<file path="src/rtl/cordic_dds.sv">
module cordic_dds #(
  parameter int ACC_W = 32,
  parameter int ANG_W = 12,
  parameter int DW    = 12,
  parameter int ITER  = 12,
  parameter int GB    = 4
) (
  input  logic                 clk,
  input  logic                 rst_n,
  input  logic [ACC_W-1:0]     fcw,
  output logic signed [DW-1:0] sin_o,
  output logic signed [DW-1:0] cos_o,
  output logic                 valid_o
);

  localparam int ZW  = 16;
  localparam int XW  = DW + GB;
  localparam int AMP = 2**(DW-1) - 2**(DW-7);
  localparam longint X0L = (longint'(AMP) * (64'sd1 <<< GB) * 64'sd607253) / 64'sd1000000;
  localparam logic signed [XW-1:0] X0 = XW'(X0L);

  function automatic logic signed [ZW-1:0] atan_k(input int i);
    case (i)
      0: return 16'sd8192;   1: return 16'sd4836;   2: return 16'sd2555;   3: return 16'sd1297;
      4: return 16'sd651;    5: return 16'sd326;    6: return 16'sd163;    7: return 16'sd81;
      8: return 16'sd41;     9: return 16'sd20;     10: return 16'sd10;    11: return 16'sd5;
      12: return 16'sd3;     13: return 16'sd1;     14: return 16'sd1;
      default: return 16'sd0;
    endcase
  endfunction

  logic [ACC_W-1:0]        acc;
  logic signed [XW-1:0]    xs [0:ITER];
  logic signed [XW-1:0]    ys [0:ITER];
  logic signed [ZW-1:0]    zs [0:ITER];
  logic [1:0]              qs [0:ITER];
  logic [ITER:0]           vs;

  wire [ANG_W-1:0] ang = acc[ACC_W-1 -: ANG_W];

  always_ff @(posedge clk) begin
    if (!rst_n) begin
      acc   <= '0;
      xs[0] <= '0;
      ys[0] <= '0;
      zs[0] <= '0;
      qs[0] <= '0;
      vs[0] <= 1'b0;
    end else begin
      acc   <= acc + fcw;
      xs[0] <= X0;
      ys[0] <= '0;
      zs[0] <= {2'b00, ang[ANG_W-3:0], {(ZW-ANG_W){1'b0}}};
      qs[0] <= ang[ANG_W-1 -: 2];
      vs[0] <= 1'b1;
    end
  end

  for (genvar i = 0; i < ITER; i++) begin : g_stage
    localparam logic signed [ZW-1:0] AT = atan_k(i);
    wire neg = zs[i][ZW-1];
    always_ff @(posedge clk) begin
      if (!rst_n) begin
        xs[i+1] <= '0;
        ys[i+1] <= '0;
        zs[i+1] <= '0;
        qs[i+1] <= '0;
        vs[i+1] <= 1'b0;
      end else begin
        xs[i+1] <= neg ? xs[i] + (ys[i] >>> i) : xs[i] - (ys[i] >>> i);
        ys[i+1] <= neg ? ys[i] - (xs[i] >>> i) : ys[i] + (xs[i] >>> i);
        zs[i+1] <= neg ? zs[i] + AT : zs[i] - AT;
        qs[i+1] <= qs[i];
        vs[i+1] <= vs[i];
      end
    end
  end

  wire signed [DW-1:0] cx = DW'(xs[ITER] >>> GB);
  wire signed [DW-1:0] cy = DW'(ys[ITER] >>> GB);

  always_ff @(posedge clk) begin
    if (!rst_n) begin
      sin_o   <= '0;
      cos_o   <= '0;
      valid_o <= 1'b0;
    end else begin
      valid_o <= vs[ITER];
      case (qs[ITER])
        2'd0: begin sin_o <= cy;  cos_o <= cx;  end
        2'd1: begin sin_o <= cx;  cos_o <= -cy; end
        2'd2: begin sin_o <= -cy; cos_o <= -cx; end
        default: begin sin_o <= -cx; cos_o <= cy; end
      endcase
    end
  end

  localparam int RES_MAX = int'(atan_k(ITER-1)) + ITER;
  localparam int RLO = (AMP-4)*(AMP-4);
  localparam int RHI = (AMP+4)*(AMP+4);

  AST_RESIDUAL_SMALL: assert property (@(posedge clk) disable iff (!rst_n)
    vs[ITER] |-> (int'(zs[ITER]) <= RES_MAX && int'(zs[ITER]) >= -RES_MAX));
  AST_VALID_HOLDS: assert property (@(posedge clk) disable iff (!rst_n)
    valid_o |=> valid_o);
  AST_RADIUS: assert property (@(posedge clk) disable iff (!rst_n)
    valid_o |-> (int'(sin_o)*int'(sin_o) + int'(cos_o)*int'(cos_o) >= RLO &&
                 int'(sin_o)*int'(sin_o) + int'(cos_o)*int'(cos_o) <= RHI));
  AST_PEAK_BOUND: assert property (@(posedge clk) disable iff (!rst_n)
    valid_o |-> (int'(sin_o) <= AMP+4 && int'(sin_o) >= -AMP-4 &&
                 int'(cos_o) <= AMP+4 && int'(cos_o) >= -AMP-4));
  AST_HOLD_AT_ZERO: assert property (@(posedge clk) disable iff (!rst_n)
    (vs[ITER] && $past(vs[ITER]) && zs[ITER] == $past(zs[ITER]) && qs[ITER] == $past(qs[ITER])
     && xs[ITER] == $past(xs[ITER]) && ys[ITER] == $past(ys[ITER])) |=> $stable(sin_o) && $stable(cos_o));

endmodule

</file>
<file path="config.mk">
export PLATFORM = sky130hd
export DESIGN_NAME = cordic_dds
export DESIGN_NICKNAME = d
export VERILOG_FILES = /design/src/rtl/cordic_dds.sv
export SDC_FILE = /design/constraint.sdc
export NUM_CORES = 2
export LEC_CHECK = 0
export ABC_AREA = 1
export BUFFER_PORTS_ARGS = -buffer_cell sky130_fd_sc_hd__buf_2
export CAP_MARGIN = 20
export CORE_MARGIN = 4
export CORE_UTILIZATION = 55
export CTS_CLUSTER_DIAMETER = 200
export DETAILED_ROUTE_END_ITERATION = 7
export PLACE_DENSITY = 0.71
export SLEW_MARGIN = 20
export SYNTH_ARGS = -nofsm -noshare
export SYNTH_HDL_FRONTEND = slang
export SYNTH_SLANG_ARGS = --single-unit
</file>
<file path="constraint.sdc">
create_clock -name clk -period 8.7 [get_ports clk]
set_input_delay 1.74 -clock clk [delete_from_list [all_inputs] [get_ports clk]]
set_output_delay 1.74 -clock clk [all_outputs]
set_load 0.1 [all_outputs]
</file>
## After elaboration in Yosys (flattened, before gate mapping)

Memory sizes are Yosys's and may differ from the RTL's.
Cells that the tools add are included.
W data, S select, Z words.

- Add/sub/neg operators: 74
- Equal/unequal tests: 2
- Multiplexer cells: 92
- Bitwise operators: 52
- Reductions and logical operators: 1

Operators with widths:

| operator | count |
|---|---|
| $mux W16 | 75 |
| $pmux W12 S3 | 2 |
| $or A1 B1 Y1 | 52 |
| $add A16 B10 Y16 | 2 |
| $add A16 B11 Y16 | 2 |
| $add A16 B12 Y16 | 2 |
| $add A16 B13 Y16 | 2 |
| $add A16 B14 Y16 | 2 |
| $add A16 B15 Y16 | 2 |
| $add A16 B5 Y16 | 2 |
| $add A16 B6 Y16 | 2 |
| $add A16 B7 Y16 | 2 |
| $add A16 B8 Y16 | 2 |
| $add A16 B9 Y16 | 2 |
| $add A32 B32 Y32 | 1 |
| $sub A16 B10 Y16 | 2 |
| $sub A16 B11 Y16 | 2 |
| $sub A16 B12 Y16 | 2 |
| $sub A16 B13 Y16 | 2 |
| $sub A16 B14 Y16 | 2 |
| $sub A16 B15 Y16 | 2 |
| $sub A16 B16 Y16 | 2 |
| $sub A16 B5 Y16 | 2 |
| $sub A16 B6 Y16 | 2 |
| other kinds (34) | 51 |

- Register bits after elaboration: 70
- RAM bits: 650
- Input bits: 34
- Memories: 4

Memories:

| memory | depth | bits a word | read ports | clocked after memory_dff | write ports | RTL line | RTL |
|---|---|---|---|---|---|---|---|
| xs | 13 | 16 | 13 | 0 | 13 | 33 | `logic signed [XW-1:0] xs [0:ITER];` |
| ys | 13 | 16 | 13 | 0 | 13 | 34 | `logic signed [XW-1:0] ys [0:ITER];` |
| zs | 13 | 16 | 12 | 0 | 13 | 35 | `logic signed [ZW-1:0] zs [0:ITER];` |
| qs | 13 | 2 | 13 | 0 | 13 | 36 | `logic [1:0] qs [0:ITER];` |

## Longest topological paths before layout

- Depth after elaboration: 3
- Mapped depth: 19
- Mapped depth without buffers: 19

## Least setup slack after synthesis

OpenSTA, ideal clock, no wires.

- Kind: input-to-reg
- Start point: in fcw[0]
- End point: reg acc[16]
- Library setup time: 0.121 ns
- Data arrival time: 3.170 ns
- Setup slack: 5.409 ns
- Stages on the path: 14
- Buffers on the path: 0
- Cells stage by stage: ha_1 -> fa_1 -> nand2_1 -> nand2_1 -> o21ai_0 -> inv_1 -> nand2_1 -> nand2_1 -> nand2_1 -> nand2_1 -> nand2_1 -> nand2_1 -> o21ai_0 -> a21oi_1

- Word-level cells in the longest chain between the ends: 1

Ends and longest elaborated chain:

| element | RTL line | RTL |
|---|---|---|
| start, declared | 10 | `input logic [ACC_W-1:0] fcw,` |
| $add A32 B32 Y32 | 50 | `acc <= acc + fcw;` |
| end signal, assigned | 50 |  |
| end, declared | 32 | `logic [ACC_W-1:0] acc;` |

No other way between the ends.
A chain may end at the register's enable or synchronous reset.

==> out/qor.yml <==
global_route:
  antenna_found_initial: 7
  grt_max_degree: 199
  grt_pass1_vias: 35243
  grt_pass1_wl_um: 176000
  track_usage: 0.270
  overflow: 0
route:
  wl_per_cell_um: 15.6
  vias: 37955
  vias_per_cell: 5.47
  drtPass1Iterations: 5
  drt_iter0_markers: 2705
  antenna_left: 0
  drc: 0
  drt_wl_total_um: 108000
clock_tree:
  postCtsSetupRepairBufs: 0
  cts_hold_buffers: 0
  clock_path_buffers: 3
  clkSinkCount: 572
  cts-resized-gates: 0
  cts.clk_slew.worst_paths_ns: 0.06
  clkLatencyLatePin_ns: 0.62
  cts-htree-levels: 3
  root_buffer: "clkbuf_16"
  cts_tree: "built"
  numCtsBuffers: 68
sta:
  fmax_ghz: 0.249
  rsz0062_at_grt: "false"
  final-max-slew-violation-count: 0
  worst_slew_pin_slew_ns: 1.12
  setup_viol: 0
  slew-limit-headroom: 0.253
  fin_crit_sh: 0.461
  post-route-min-period_ns: 4.01
  final.setup.tns_ns: 0
  fin_skew_ns: 0.0191
  final-hold-violation-count: 0
setup_path:
  worstPathRequired_ns: 9.20
  r2r_setup_slack_ns: 4.69
  r2r_cells: 12
  regToRegStartpoint: "zs[0][127]"
  arrival_ns: 4.51
  crit_type: "reg2reg"
  r2r_end: "ys[8][13]"
  startpoint_type: "flop"
  cp-end-kind: "flop"
  cp_max_fo: 29
finish:
  drive_gt1_frac: 0.0407
  layout.nets: 6507
  syn_to_final_growth_pct: 8.76
  final_common_cell: "nand2_1"
  final_cell_mix: "1098 x nand2_1, 771 x a21oi_1, 707 x inv_1"
worst_hold_path:
  hold-path-cell-count: 1
  hp-class: "reg2reg"
  min_from: "zs[0][13]"
  min_to: "zs[0][31]"
floorplanning:
  row_count: 99
  ios: 59
  start_util: 0.556
  fp.coreArea_mm2: 0.0731
  die_h_um: 280
  die_w_um: 280
  dieArea_mm2: 0.0783
place:
  globalplace.congestion: 0.937
  dp_hpwl_um: 84200
  port_buffers: 58
logic_synthesis:
  yosys.area.top_type: "dfxtp_1"
  synth_cell_types: 56
  yosysWarningCount: 0
  synth_top_cell_area_share: 0.282
  netlist_area_mm2: 0.0407
  synthArstFlopShare: 0
  ys_top_cells_by_area: "dfxtp_1 28%, ha_1 16%, nand2_1 10%"
  ys_seq_area_frac: 0.282
  syn_nets: 6467
  syn_inst: 5880
  synth_edf_count: 0
  ys_ff_latch: 572
  syn_area_per_cell_um2: 6.92
  synthFlopType: "dfxtp_1"
job:
  maxCapViolations: 0
status:
  outcome: "finished, final reports clean"
[sequential cells by signal, summed over array words and instances, names as in the netlist, 11 cells and up]
register,flops
acc,32
cos_o,12
qs,26
sin_o,12
vs,11
xs,161
ys,157
zs,160
[synth_stat cells, drive strengths merged, types with 20 or more instances]
| master | instances |
|---|---|
| o21a | 56 |
| xor2 | 114 |
| nor3 | 75 |
| a21o | 48 |
| xnor2 | 34 |
| nand2 | 1113 |
| a221oi | 27 |
| ha | 526 |
| nand3 | 266 |
| clkbuf | 68 |
| dfxtp | 572 |
| o31ai | 20 |
| a21oi | 771 |
| fa | 27 |
| nand4 | 32 |
| o21bai | 48 |
| inv | 715 |
| o21ai | 525 |
| nor2 | 703 |
| buf | 27 |
[critical path, cell delays in order (launching register included)]
cell,delay (ns)
dfxtp_1,0.65
clkinv_1,0.96
nand2_1,0.45
nor3_1,0.11
nor2_1,0.27
a21oi_1,0.10
ha_1,0.37
a21oi_1,0.28
o21ai_0,0.14
a221oi_1,0.32
nand3_1,0.12
nand2_1,0.07
nor2_1,0.05
[worst max-delay path by stage]
stage	startpoint	to
after floorplan	fcw[0]	acc[16]
after global placement	rst_n	xs[8][8]
after detailed placement	rst_n	ys[11][4]
after CTS	zs[0][127]	ys[8][13]
after global routing	zs[0][127]	ys[8][13]
final	zs[0][127]	ys[8][13]
[layer usage]
metal,share of wire,track usage,vias to the layer above
li1,-,-,19835
met1,0.47,0.362,17101
met2,0.46,0.459,835
met3,0.046,0.0338,182
met4,0.029,0.0786,2
met5,0.000083,0,-
[logic make-up after synthesis]
family,count (synthesis),synth area share
buffers and inverters,814,0.0763
other,1,0.0000922
multiplexers,3,0.000739
AO/OA/AOI/OAI,1564,0.211
AND/OR/NAND/NOR,2225,0.223
flip-flops,572,0.282
XOR/XNOR,148,0.0321
adder cells (fa/ha/maj),553,0.175
[area by class of cell]
class                           instances  area, µm²
Timing Repair Buffer                   65        365
Clock inverter                         35        515
Clock buffer                           88       1870
Inverter                              719       2710
Multi-Input combinational cell       4494      26100
Fill cell                            7014      28900
Sequential cell                       572      11500
Antenna cell                            2       5.00
Tap cell                              959       1200
[metrics by stage]
step | instances | cell area [µm²] | utilization | worst slack, ns | hold slack [ns]
after floorplan | 5880 | 40700 | - | 5.41 | 0.368
after global placement | 6809 | 41800 | 0.572 | 4.37 | 0.389
after detailed placement | 6809 | 41800 | 0.572 | 4.27 | 0.377
after CTS | 6932 | 44200 | 0.605 | 4.67 | 0.391
after global routing | 6934 | 44200 | 0.605 | 4.34 | 0.416
final | 6934 | 44200 | 0.605 | 4.69 | 0.388
Power is not shown: default switching activity piles up to over one toggle a cycle in this logic, so the estimate is an artifact.
